[src/rtl/framer_pkg.sv]
// Package: shared constants for the comma framer.
// Assumes 10-bit transmission characters, with bit 9 earliest in time.
package framer_pkg;
    localparam int CHAR_W  = 10;
    localparam int WIN_W   = 2 * CHAR_W;
    localparam int COMMA_W = 7;
    localparam int OFF_W   = $clog2(CHAR_W);

    localparam logic [COMMA_W-1:0] COMMA_POS = 7'b0011111;
    localparam logic [COMMA_W-1:0] COMMA_NEG = 7'b1100000;

    typedef logic [OFF_W-1:0]  off_t;
    typedef logic [CHAR_W-1:0] char_t;
    typedef logic [WIN_W-1:0]  win_t;
endpackage

[src/rtl/comma_scan.sv]
// comma_scan: looks for the comma prefix at each bit offset of a 20-bit window
// and reports the lowest offset that matches.
// Assumes window bit WIN_W-1 is the earliest bit; offset k starts at bit WIN_W-1-k.
module comma_scan
    import framer_pkg::*;
(
    input  win_t win,
    output logic hit,
    output off_t hit_off
);
    logic [CHAR_W-1:0] match;

    // Compare the comma prefix at each candidate offset
    for (genvar k = 0; k < CHAR_W; k++) begin : g_off
        assign match[k] = (win[WIN_W-1-k -: COMMA_W] == COMMA_POS) ||
                          (win[WIN_W-1-k -: COMMA_W] == COMMA_NEG);
    end

    // Priority select: the lowest matching offset wins
    always_comb begin
        hit_off = '0;
        for (int k = CHAR_W - 1; k >= 0; k--) begin
            if (match[k]) hit_off = off_t'(k);
        end
    end

    assign hit = |match;
endmodule

[src/rtl/barrel_sel.sv]
// barrel_sel: picks the 10-bit character that starts at a given offset in the window.
// Assumes off < CHAR_W; an out-of-range offset yields zero.
module barrel_sel
    import framer_pkg::*;
(
    input  win_t  win,
    input  off_t  off,
    output char_t ch
);
    char_t cand [CHAR_W];

    // One candidate slice per offset
    for (genvar k = 0; k < CHAR_W; k++) begin : g_slice
        assign cand[k] = win[WIN_W-1-k -: CHAR_W];
    end

    // Multiplexer indexed by the active offset
    always_comb begin
        ch = '0;
        for (int k = 0; k < CHAR_W; k++) begin
            if (off == off_t'(k)) ch = cand[k];
        end
    end
endmodule

[src/rtl/run_tracker.sv]
// run_tracker: counts consecutive comma detections at one offset and commits
// a new active offset after RUN_LEN of them, when enabled.
// Assumes exactly one detection decision per character clock.
module run_tracker
    import framer_pkg::*;
#(
    parameter int RUN_LEN = 4
) (
    input  logic clk,
    input  logic rst_n,
    input  logic en,
    input  logic hit,
    input  off_t hit_off,
    output off_t act_off,
    output logic strobe
);
    localparam int CNT_W = $clog2(RUN_LEN + 1);

    logic [CNT_W-1:0] cnt_q, cnt_n;
    off_t             run_off_q, run_off_n;
    off_t             act_off_q;
    logic             strobe_q;
    logic             fire;

    // Next run length and run offset
    always_comb begin
        run_off_n = run_off_q;
        if (!hit) begin
            cnt_n = '0;
        end else if (cnt_q != '0 && hit_off == run_off_q) begin
            cnt_n = (cnt_q == CNT_W'(RUN_LEN)) ? cnt_q : cnt_q + 1'b1;
        end else begin
            cnt_n     = CNT_W'(1);
            run_off_n = hit_off;
        end
    end

    // A qualified run at a new offset commits only when enabled
    always_comb begin
        fire = en && hit && (cnt_n == CNT_W'(RUN_LEN)) && (hit_off != act_off_q);
    end

    // Run state, active offset and strobe registers
    always_ff @(posedge clk) begin
        if (!rst_n) begin
            cnt_q     <= '0;
            run_off_q <= '0;
            act_off_q <= '0;
            strobe_q  <= 1'b0;
        end else begin
            cnt_q     <= cnt_n;
            run_off_q <= run_off_n;
            strobe_q  <= fire;
            if (fire) act_off_q <= hit_off;
        end
    end

    assign act_off = act_off_q;
    assign strobe  = strobe_q;

    AST_STROBE_NEEDS_EN: assert property (@(posedge clk) disable iff (!rst_n)
        strobe_q |-> $past(en));
    AST_OFF_HOLDS: assert property (@(posedge clk) disable iff (!rst_n)
        !strobe_q |-> $stable(act_off_q));
    AST_STROBE_MOVES_OFF: assert property (@(posedge clk) disable iff (!rst_n)
        strobe_q |-> act_off_q != $past(act_off_q));
    AST_OFF_RANGE: assert property (@(posedge clk) disable iff (!rst_n)
        act_off_q < off_t'(CHAR_W));
    AST_STROBE_ONE_CYCLE: assert property (@(posedge clk) disable iff (!rst_n)
        (strobe_q && RUN_LEN > 1) |=> !strobe_q);
endmodule

[src/rtl/framer_lane.sv]
// framer_lane: one channel of the framer. Holds the two-character window,
// finds commas, tracks runs and emits the realigned, registered character.
// Assumes one raw character per clock from an already recovered character clock.
module framer_lane
    import framer_pkg::*;
#(
    parameter int RUN_LEN = 4
) (
    input  logic  clk,
    input  logic  rst_n,
    input  logic  en,
    input  char_t raw,
    output char_t dout,
    output logic  dout_valid,
    output logic  realign
);
    char_t cur_q, prev_q, dout_q, sel_ch;
    logic  valid_q;
    logic  hit;
    off_t  hit_off, act_off;
    win_t  win;

    // Two-character history forming the search window
    always_ff @(posedge clk) begin
        if (!rst_n) begin
            cur_q  <= '0;
            prev_q <= '0;
        end else begin
            cur_q  <= raw;
            prev_q <= cur_q;
        end
    end

    assign win = {prev_q, cur_q};

    comma_scan u_scan (
        .win     (win),
        .hit     (hit),
        .hit_off (hit_off)
    );

    run_tracker #(.RUN_LEN(RUN_LEN)) u_run (
        .clk     (clk),
        .rst_n   (rst_n),
        .en      (en),
        .hit     (hit),
        .hit_off (hit_off),
        .act_off (act_off),
        .strobe  (realign)
    );

    barrel_sel u_sel (
        .win (win),
        .off (act_off),
        .ch  (sel_ch)
    );

    // Output character register and the post-reset valid flag
    always_ff @(posedge clk) begin
        if (!rst_n) begin
            dout_q  <= '0;
            valid_q <= 1'b0;
        end else begin
            dout_q  <= sel_ch;
            valid_q <= 1'b1;
        end
    end

    assign dout       = dout_q;
    assign dout_valid = valid_q && !realign;

    AST_STROBE_AFTER_HIT: assert property (@(posedge clk) disable iff (!rst_n)
        realign |-> $past(hit));
endmodule

[src/rtl/comma_framer.sv]
// comma_framer: a multi-lane comma framer with one shared enable for boundary changes.
// Assumes the lanes are packed into flat buses, with lane n at bits [10n+9:10n].
module comma_framer
    import framer_pkg::*;
#(
    parameter int LANES   = 2,
    parameter int RUN_LEN = 4
) (
    input  logic                    clk,
    input  logic                    rst_n,
    input  logic                    frame_en,
    input  logic [LANES*CHAR_W-1:0] rx_char,
    output logic [LANES*CHAR_W-1:0] al_char,
    output logic [LANES-1:0]        al_valid,
    output logic [LANES-1:0]        realign
);
    // One independent framer per lane under the common enable
    for (genvar n = 0; n < LANES; n++) begin : g_lane
        framer_lane #(.RUN_LEN(RUN_LEN)) u_lane (
            .clk        (clk),
            .rst_n      (rst_n),
            .en         (frame_en),
            .raw        (rx_char[n*CHAR_W +: CHAR_W]),
            .dout       (al_char[n*CHAR_W +: CHAR_W]),
            .dout_valid (al_valid[n]),
            .realign    (realign[n])
        );
    end
endmodule

[config.mk]
export PLATFORM = sky130hd
export DESIGN_NAME = comma_framer
export DESIGN_NICKNAME = d
export VERILOG_FILES = /design/src/rtl/framer_pkg.sv /design/src/rtl/comma_scan.sv /design/src/rtl/barrel_sel.sv /design/src/rtl/run_tracker.sv /design/src/rtl/framer_lane.sv /design/src/rtl/comma_framer.sv
export SDC_FILE = /design/constraint.sdc
export NUM_CORES = 1
export LEC_CHECK = 0
export ABC_AREA = 1
export BUFFER_PORTS_ARGS = -buffer_cell sky130_fd_sc_hd__buf_2
export CORE_MARGIN = 2
export CORE_UTILIZATION = 60
export CTS_CLUSTER_DIAMETER = 100
export DETAILED_ROUTE_END_ITERATION = 12
export GPL_TIMING_DRIVEN = 0
export HOLD_SLACK_MARGIN = 0.02
export PLACE_DENSITY = 0.8
export SKIP_LAST_GASP = 1
export SLEW_MARGIN = 20
export SYNTH_ARGS = -nofsm -noshare
export SYNTH_HDL_FRONTEND = slang
export SYNTH_SLANG_ARGS = --single-unit
[constraint.sdc]
create_clock -name clk -period 4.4 [get_ports clk]
set_clock_uncertainty 0.1 [all_clocks]
set_input_delay 0.88 -clock clk [delete_from_list [all_inputs] [get_ports clk]]
set_output_delay 0.88 -clock clk [all_outputs]
set_load 0.03 [all_outputs]
[Word-level counts from Yosys, hierarchy flattened]
Index checks and enable logic that the tools add are counted.
Operators by class
  add/subtract/negate cells: 2
  equal/unequal tests: 66
  mux-type cells: 47
  bitwise operators: 2
  reduce and logical (&&, ||, !) cells: 40
Operators with widths (number)
  10-bit 2-to-1 mux: 20
  7-bit by 5-bit == test with 1-bit output, second input constant: 20
  7-bit == test, second input constant: 20
  4-bit 2-to-1 mux: 20
  4-bit by 3-bit == test with 1-bit output, second input constant: 8
  1-bit logical OR: 20
  10-bit OR reduction: 2
  3-bit 2-to-1 mux: 6
  4-bit by 2-bit == test with 1-bit output, second input constant: 4
  4-bit == test, second input constant: 4
  3-bit == test, second input constant: 4
  1-bit logical AND: 10
  4-bit by 1-bit == test with 1-bit output, second input constant: 2
  4-bit == test: 2
  4-bit zero test: 2
  4-bit != test: 2
  3-bit by 1-bit adder with 3-bit output, second input constant: 2
  3-bit nonzero test: 2
  2-bit AND reduction: 2
  1-bit zero test: 2
  1-bit inverter: 2
  1-bit 2-to-1 mux: 1
Word-level totals
  register bits: 85
  bits of input ports: 23
  output and inout port bits: 24
  word-level logic and storage cells: 172

[Logic depth before layout (Yosys ltp)]
Gate-level depths: netlist (run 1).
  depth in word-level cells: 19
  gate-level depth with buffers: 21
  mapped depth without buffers: 20

[By module]
A second synthesis (run 1) with hierarchy kept.
Second synthesis, totals
  cell total of the unflattened synthesis: 980
  area total of the unflattened synthesis: 5918.2 um2
By module, submodules not included
  barrel_sel: times used 2, cells an instance 192, area an instance 899.6 um2, sequential area each 0.0 um2
  framer_lane: times used 2, cells an instance 96, area an instance 887.1 um2, sequential area each 620.6 um2
  run_tracker: times used 2, cells an instance 97, area an instance 703.2 um2, sequential area each 240.2 um2
  comma_scan: times used 2, cells an instance 105, area an instance 469.2 um2, sequential area each 0.0 um2

[Worst setup path after synthesis (run 1)]
OpenSTA, ideal clock, no wires.
  path type: flip-flop to flip-flop
  from: register g_lane[0].u_lane.prev_q[2]
  to: register g_lane[0].u_lane.u_run.act_off_q[1]
  library setup time: 113 ps
  arrival: 1871 ps
  setup slack: 2316 ps
  cell stages (with the launch flop): 20
  path buffers: 1
  path through: dfxtp_1 -> buf_6 -> nand2_1 -> inv_1 -> nand2_1 -> nor2_1 -> nor2_1 -> nand2_1 -> nor2_2 -> nand2_2 -> nand2_1 -> nand3_1 -> nor2_1 -> nand2_1 -> nor2_4 -> nand4_2 -> nor2_1 -> nand2_1 -> nand2_1 -> nor2_1
On the way
  longest elaborated chain between the ends: 17
  elaborated cells on any way between the ends: 39
RTL lines
  from (decl): RTL line framer_lane.sv:17  | char_t cur_q, prev_q, dout_q, sel_ch;
  from (signal assigned): RTL line framer_lane.sv:30  | prev_q <= cur_q;
  7-bit by 5-bit == test with 1-bit output or 7-bit == test (tied branches): RTL line comma_scan.sv:15, comma_scan.sv:16
  1-bit logical OR: RTL line comma_scan.sv:15  | assign match[k] = (win[WIN_W-1-k -: COMMA_W] == COMMA_POS) ||
  4-bit 2-to-1 mux (8 in a row): RTL line comma_scan.sv:23  | if (match[k]) hit_off = off_t'(k);
  4-bit == test: RTL line run_tracker.sv:30  | end else if (cnt_q != '0 && hit_off == run_off_q) begin
  1-bit logical AND: RTL line run_tracker.sv:30
  3-bit 2-to-1 mux: RTL line run_tracker.sv:30
  3-bit 2-to-1 mux: RTL line run_tracker.sv:28  | if (!hit) begin
  3-bit == test: RTL line run_tracker.sv:40  | fire = en && hit && (cnt_n == CNT_W'(RUN_LEN)) && (hit_off != act_off_q);
  1-bit logical AND (2 in a row): RTL line run_tracker.sv:40
  to (signal assigned): RTL line run_tracker.sv:54  | if (fire) act_off_q <= hit_off;
  to (decl): RTL line run_tracker.sv:21  | off_t act_off_q;
Several ways; a longest one is shown, not always the timed one.
A chain may end at the register's enable or synchronous reset.

[Worst setup path after layout (run 1)]
  from: register g_lane[1].u_lane.prev_q[1]
  to: register g_lane[1].u_lane.u_run.act_off_q[1]
On the way
  longest elaborated chain between the ends: 18
  elaborated cells on any way between the ends: 40
RTL lines (RTL line)
  from (decl): framer_lane.sv:17
  from (signal assigned): framer_lane.sv:30
  7-bit by 5-bit == test with 1-bit output or 7-bit == test (tied branches): comma_scan.sv:15, comma_scan.sv:16
  1-bit logical OR: comma_scan.sv:15
  4-bit 2-to-1 mux (9 in a row): comma_scan.sv:23
  4-bit == test: run_tracker.sv:30
  1-bit logical AND: run_tracker.sv:30
  3-bit 2-to-1 mux: run_tracker.sv:30
  3-bit 2-to-1 mux: run_tracker.sv:28
  3-bit == test: run_tracker.sv:40
  1-bit logical AND (2 in a row): run_tracker.sv:40
  to (signal assigned): run_tracker.sv:54
  to (decl): run_tracker.sv:21
Several ways; a longest one is shown, not always the timed one.

==> results of run 1 <==
-- cell families (layout without fill, tap and decap cells) --
logic type,after synthesis,after routing,share of synthesized area [%]
AND/OR/NAND/NOR,514,514,39.0
adder cells (fa/ha/maj),4,4,0.892
AO/OA/AOI/OAI,148,148,15.3
XOR/XNOR,3,3,0.469
buffers and inverters,190,252,14.0
flip-flops,85,85,30.3
-- worst register-to-register path: stages (launching register included) --
cell and delay [ns]:
dfxtp_1 0.32, inv_1 0.31, nor2_1 0.17, nand3_1 0.09
o21ai_0 0.08, nor2_1 0.17, nand2_1 0.11, nor2_1 0.23
nand4_1 0.29, nand2_1 0.12, nand3b_1 0.19, nand3_2 0.18
nor2_1 0.14, nor2_1 0.06
-- Yosys cell counts (2+ instances only) --
library cell,instances
xor2_1,2
buf_2,10
nor2_2,13
o22ai_1,25
o21ai_0,47
nand2_2,8
inv_1,145
nand3b_1,4
clkbuf_1,8
buf_4,12
inv_2,8
a41oi_1,3
buf_6,2
nand3_1,54
a211oi_1,7
o2111ai_1,6
nand3_2,5
nor3_1,8
o221ai_1,7
nor2_1,146
nand2_1,254
o21ai_1,6
ha_1,4
nor2_4,3
nand4_1,15
clkinv_1,3
a21oi_1,45
dfxtp_1,85
-- metrics by stage --
| stage | hold slack [ns] | cell area (µm²) | total power [µW] | util [%] |
|---|---|---|---|---|
| after global placement | 0.298 | 5980 | 1040 | 65.3 |
| final | 0.315 | 6160 | 1530 | 67.3 |
| after floorplan | 0.290 | 5610 | 977 | - |
| after CTS | 0.318 | 6150 | 1540 | 67.2 |
| after global routing | 0.347 | 6160 | 1600 | 67.3 |
| after detailed placement | 0.302 | 5980 | 1040 | 65.3 |
-- routing by layer --
metal / wire, µm / GRT usage, % / part of all wire [%] / vias up
li1: - / - / - / 3104
met1: 7200 / 46.3 / 47 / 2726
met2: 6440 / 45.7 / 42 / 288
met3: 1310 / 3.47 / 8.6 / 24
met4: 259 / 8.96 / 1.7 / 0
met5: 0 / 0 / 0 / -
-- power breakdown --
part	switching, µW	internal [µW]	total [µW]
logic	143	66.8	210
clock network	289	221	510
registers	18.4	796	814
-- worst paths after layout --
check        slack, ns                  startpoint  cells past startpoint                           endpoint
max               1.75  g_lane[1].u_lane.prev_q[1]                     13  g_lane[1].u_lane.u_run.act_off[1]
min               0.32   g_lane[0].u_lane.cur_q[0]                      2         g_lane[0].u_lane.prev_q[0]
max reg2reg       1.75  g_lane[1].u_lane.prev_q[1]                     13  g_lane[1].u_lane.u_run.act_off[1]
min reg2reg       0.32   g_lane[0].u_lane.cur_q[0]                      2         g_lane[0].u_lane.prev_q[0]
-- registers in the layout, indices dropped and copies added, names as in the netlist --
| signal | flops |
|---|---|
| g_lane.u_lane.dout | 20 |
| g_lane.u_lane.cur_q | 20 |
| g_lane.u_lane.valid_q | 1 |
| g_lane.u_lane.u_run.run_off_q | 8 |
| g_lane.u_lane.prev_q | 20 |
| g_lane.u_lane.u_run.cnt_q | 6 |
| g_lane.u_lane.u_run.strobe | 2 |
| g_lane.u_lane.u_run.act_off | 8 |
-- cell type report --
type	count	area, µm²	share of cell area (%)
tap	111	139	2.26
timing repair buffer	46	230	3.74
multi-input combinational	669	3130	50.8
inverter	156	586	9.51
sequential	85	1700	27.6
clock inverter	5	33.8	0.549
clock buffer	11	141	2.30
buffer	34	201	3.27
==> results.sh, run 1 <==
export IMPL_status="completed"
export IMPL_grt_use_total_pct=30.6
export IMPL_rsz0062_at_grt="false"
export IMPL_numCtsBuffers=9
export IMPL_cts_resized=0
export IMPL_ir_drop_mv=0.216
export IMPL_grt_pass1_vias=5157
export IMPL_post_drt_wl_per_cell_um=13.6
export IMPL_vias=6142
export IMPL_die_h_um=101
export IMPL_final_cell_mix="nand2_1 (254), nor2_1 (146), inv_1 (145), dfxtp_1 (85), buf_2 (56)"
export IMPL_hold_path_class="flip-flop to flip-flop"
export IMPL_power_density_nw_per_um2=249
export IMPL_io_pin_count=47
export IMPL_ctsHoldBuffers=0
export IMPL_placed_cells=1101
export IMPL_cts_sinks=85
export IMPL_start_kind="flip-flop"
export IMPL_clock_latency_ns=0.35
export IMPL_worstPathCellList="inv_1 -> nor2_1 -> nand3_1 -> o21ai_0 -> nor2_1 -> nand2_1 -> nor2_1 -> nand4_1 -> nand2_1 -> nand3b_1 -> nand3_2 -> nor2_1 -> nor2_1"
export IMPL_yosysSeqAreaShare_pct=30.3
export IMPL_cpPeakStageDelay_ns=0.32
export IMPL_setup_tns_final_ns=0
export IMPL_final_setup_worst_slack_ns=1.75
export IMPL_antenna_found_initial=0
export IMPL_gp_congestion=0.942
export IMPL_finalMaxSlewViolations=0
export IMPL_finalNetCount=1028
export IMPL_end_kind="flip-flop"
export IMPL_drtIter0Drc=616
export IMPL_post_cts_buffers=0
export IMPL_rows=35
export IMPL_slowest_stage="dfxtp_1"
export IMPL_critPathTopFamily="simple AND/OR/NAND/NOR gates"
export IMPL_synth_area_per_cell_um2=5.94
export IMPL_worst_slew_pin_slew_ns=0.697
export IMPL_crit_fanout=10
export IMPL_path_class="flip-flop to flip-flop"
export IMPL_clk_pin_slew_worst_paths_ns=0.09
export IMPL_synthFlopType="dfxtp_1"
export IMPL_yosys_warnings=0
export IMPL_first_pass_iters=5
export IMPL_grt_overflow_total=0
export IMPL_layout_commonest_cell="nand2_1"
export IMPL_synth_nets=971
export IMPL_cts_buffer_depth=2
export IMPL_p_leak_uw=0.00326
export IMPL_setup_viol=0
export IMPL_worstPathRequired_ns=4.56
export IMPL_synth_edf_count=0
export IMPL_post_place_ws_ns=1.70
export IMPL_die_width_um=101
export IMPL_portBuffers=46
export IMPL_synthToLayoutAreaGrowth_pct=9.79
export IMPL_diodes=0
export IMPL_final_cells=1117
export IMPL_synthDistinctLibCells=37
export IMPL_synthTopCellsByArea="dfxtp_1 (30%), nand2_1 (17%), nor2_1 (9.8%), inv_1 (9.7%), nand3_1 (4.8%)"
export IMPL_final_min_clock_period_ns=2.65
export IMPL_ys_ff_latch=85
export IMPL_viasPerCell=5.50
export IMPL_postSynthCellCount=944
export IMPL_slew_limit_headroom_pct=53.3
export IMPL_async_flop_share_pct=0
export IMPL_ant_nets=0
export IMPL_post_route_period_util_pct=60.2
export IMPL_htree_levels=3
export IMPL_synthesis_area_um2=5610
export IMPL_start_util_pct=61.3
export IMPL_hold_viol=0
export IMPL_fmax_mhz=377
export IMPL_maxCapViolations=0
export IMPL_critPathArrivalTime_ns=2.80
export IMPL_clockRootBuffer="clkbuf_8"
export IMPL_core_region_area_um2=9150
export IMPL_hpwl_um=11500
export IMPL_yosysTopAreaCell="dfxtp_1"
export IMPL_netlist_area_leader_share_pct=30.3
export IMPL_drt_wl_total_um=15200
export IMPL_cp_num_buf_inv=1
export IMPL_dieArea_um2=10100
export IMPL_drc=0
export IMPL_cpMostUsedCell="nor2_1"
export IMPL_cts_tree="done"
export IMPL_grt_pass1_wl_um=24700
export IMPL_fill_cells=896
export IMPL_grt_max_degree=15
export IMPL_layout_drive_gt1_share_pct=12.6
Note: power is estimated with default switching activity, not from simulation.
==> run 2, diff against run 1 <==
CORE_UTILIZATION = 55   (was 60)
PLACE_DENSITY = 0.77   (was 0.8)
clock period = 2.4 ns   (was 4.4 ns; I/O delays follow)
==> run 2 against run 1 <==
  * Cell count grew 3.4%
  * Clock power grew 90%
  * Critical path depth grew 6
  * Design area grew 9.9%
  * Worst setup slack lost 1.7 ns
  * Non-clock buffer count grew 16
  * Global-route usage shrank 2.5 points
  * Clock-buffer cell count shrank 1
  * Combinational power grew 110%
  * First-iteration DRC count shrank 0.32%
  * Die area grew 8.7%
  * Register-to-register slack lost 1.7 ns
  * Critical endpoint is now g_lane[0].u_lane.u_run.act_off[3]
==> results.sh, run 2 (synthesis results as in run 1) <==
export IMPL_clk_pin_slew_worst_paths_ns=0.10
export IMPL_fmax_mhz=424
export IMPL_final_seq_area_um2=1740
export IMPL_cp_num_buf_inv=4
export IMPL_switchingPower_uw=902
export IMPL_crit_start="g_lane[0].u_lane.prev_q[2]"
export IMPL_crit_fanout=6
export IMPL_start_util_pct=57.1
export IMPL_diodes=0
export IMPL_crit_cells=19
export IMPL_rsz0062_at_grt="true"
export IMPL_post_route_util_pct=68.9
export IMPL_grt_max_degree=17
export IMPL_finalMaxSlewViolations=0
export IMPL_final_setup_worst_slack_ns=0.0421
export IMPL_reg2reg_depth=19
export IMPL_first_pass_iters=8
export IMPL_grt_pass1_vias=5319
export IMPL_viasPerCell=5.46
export IMPL_path_class="flip-flop to flip-flop"
export IMPL_dieArea_um2=11000
export IMPL_portBuffers=46
export IMPL_post_drt_wl_per_cell_um=14.1
export IMPL_layout_commonest_cell="nand2_1"
export IMPL_post_place_ws_ns=-0.0489
export IMPL_worstPathCellList="buf_6 -> nand2_4 -> inv_2 -> nand2_2 -> nor2_1 -> nor2_1 -> nand2_1 -> nor2_4 -> nand2_2 -> buf_4 -> inv_1 -> nand2_1 -> nand3_1 -> nor2_1 -> a21oi_2 -> nand2_4 -> o21ai_2 -> nand2_1 -> nor2_1"
export IMPL_critPathArrivalTime_ns=2.59
export IMPL_grt_use_total_pct=28.1
export IMPL_finalNetCount=1044
export IMPL_power_density_nw_per_um2=430
export IMPL_antenna_found_initial=0
export IMPL_slew_limit_headroom_pct=51.9
export IMPL_die_width_um=105
export IMPL_slowest_stage="dfxtp_2"
export IMPL_status="completed"
export IMPL_switching_share_pct=31.0
export IMPL_crit_end="g_lane[0].u_lane.u_run.act_off[3]"
export IMPL_cts_sinks=85
export IMPL_timing_hold_ws_ns=0.119
export IMPL_vias=6309
export IMPL_hpwl_um=11500
export IMPL_power_frac_seq_pct=51.6
export IMPL_synthToLayoutAreaGrowth_pct=20.6
export IMPL_worstPathRequired_ns=2.63
export IMPL_cts_tree="done"
export IMPL_internal_power_uw=2010
export IMPL_clockRootBuffer="clkbuf_8"
export IMPL_ir_drop_mv=0.524
export IMPL_layout_drive_gt1_share_pct=24.1
export IMPL_final_cell_mix="nand2_1 (228), inv_1 (134), nor2_1 (117), dfxtp_1 (65)"
export IMPL_htree_levels=3
export IMPL_setup_tns_final_ns=0
export IMPL_gp_congestion=0.996
export IMPL_core_region_area_um2=9820
export IMPL_drc=0
export IMPL_hold_path_class="input port to flip-flop"
export IMPL_final_min_clock_period_ns=2.36
export IMPL_cts_buffer_depth=2
export IMPL_rows=36
export IMPL_pwr_share_comb_pct=15.1
export IMPL_worst_slew_pin_slew_ns=0.718
export IMPL_end_kind="flip-flop"
export IMPL_p_leak_uw=0.00349
export IMPL_drtIter0Drc=614
export IMPL_critPathTopFamily="simple AND/OR/NAND/NOR gates"
export IMPL_rr_endpoint="g_lane[0].u_lane.u_run.act_off[3]"
export IMPL_maxCapViolations=0
export IMPL_setup_viol=0
export IMPL_r2r_start="g_lane[0].u_lane.prev_q[2]"
export IMPL_io_pin_count=47
export IMPL_drt_wl_total_um=16300
export IMPL_worst_r2r_setup_slack_ns=0.04
export IMPL_multi_input_area_um2=3450
export IMPL_start_kind="flip-flop"
export IMPL_cpMostUsedCell="nor2_1"
export IMPL_numCtsBuffers=9
export IMPL_ctsHoldBuffers=0
export IMPL_post_route_period_util_pct=98.2
export IMPL_hold_viol=0
export IMPL_die_h_um=105
export IMPL_grt_overflow_total=0
export IMPL_p_clk_share_pct=33.3
export IMPL_fill_cells=944
export IMPL_ant_nets=0
export IMPL_clock_latency_ns=0.38
export IMPL_cpPeakStageDelay_ns=0.35
export IMPL_grt_pass1_wl_um=25200
==> run 2: metrics by stage <==
stage | cell area (µm²) | total power, µW | instances
4_1_cts | 6220 | 2860 | 1141
2_1_floorplan | 5610 | 1790 | 944
6_report | 6770 | 2910 | 1155
3_5_place_dp | 6010 | 1900 | 1123
3_3_place_gp | 6010 | 1900 | 1123
5_1_grt | 6770 | 3020 | 1155
==> run 2: area by class of cell <==
cell class                 count  share of cell area, %
multi-input combinational    669                   51.0
clock inverter                 6                  0.795
sequential                    85                   25.7
tap                          133                   2.46
buffer                        34                   4.27
clock buffer                  10                   1.89
inverter                     156                   8.75
timing repair buffer          62                   5.14
==> run 2: timing repair <==
item                       4_1_cts  5_1_grt
gates resized for setup         10      153
setup buffers                    2       13
pin swaps                        1       31
setup endpoints to repair        8       17
gates cloned                     0        1
==> run 2: worst min-delay path by stage <==
stage,startpoint,to,slack [ns],cells past startpoint
after global placement,g_lane[1].u_lane.cur_q[0],g_lane[1].u_lane.prev_q[0],0.29,2
after global routing,rst_n,g_lane[1].u_lane.valid_q,0.11,1
after floorplan,g_lane[0].u_lane.cur_q[0],g_lane[0].u_lane.prev_q[0],0.29,2
after detailed placement,g_lane[0].u_lane.cur_q[0],g_lane[0].u_lane.prev_q[0],0.30,2
after CTS,rst_n,g_lane[1].u_lane.valid_q,0.11,1
final,rst_n,g_lane[1].u_lane.valid_q,0.12,1
==> run 2: metal layers <==
metal / vias up / GRT usage (%) / wire [µm]
li1: 3146 / - / -
met1: 2809 / 40.4 / 7240
met2: 319 / 41.4 / 7150
met3: 35 / 5.30 / 1530
met4: 0 / 10.9 / 406
met5: - / 0 / 0
==> run 2: power by group through the flow <==
| stage | Clock (µW) | Combinational, µW | Sequential, µW |
|---|---|---|---|
| after floorplan | 0 | 254 | 1540 |
| after global placement | 0 | 374 | 1520 |
| after detailed placement | 0 | 376 | 1530 |
| after CTS | 983 | 381 | 1490 |
| after global routing | 1030 | 482 | 1510 |
| final | 970 | 440 | 1500 |
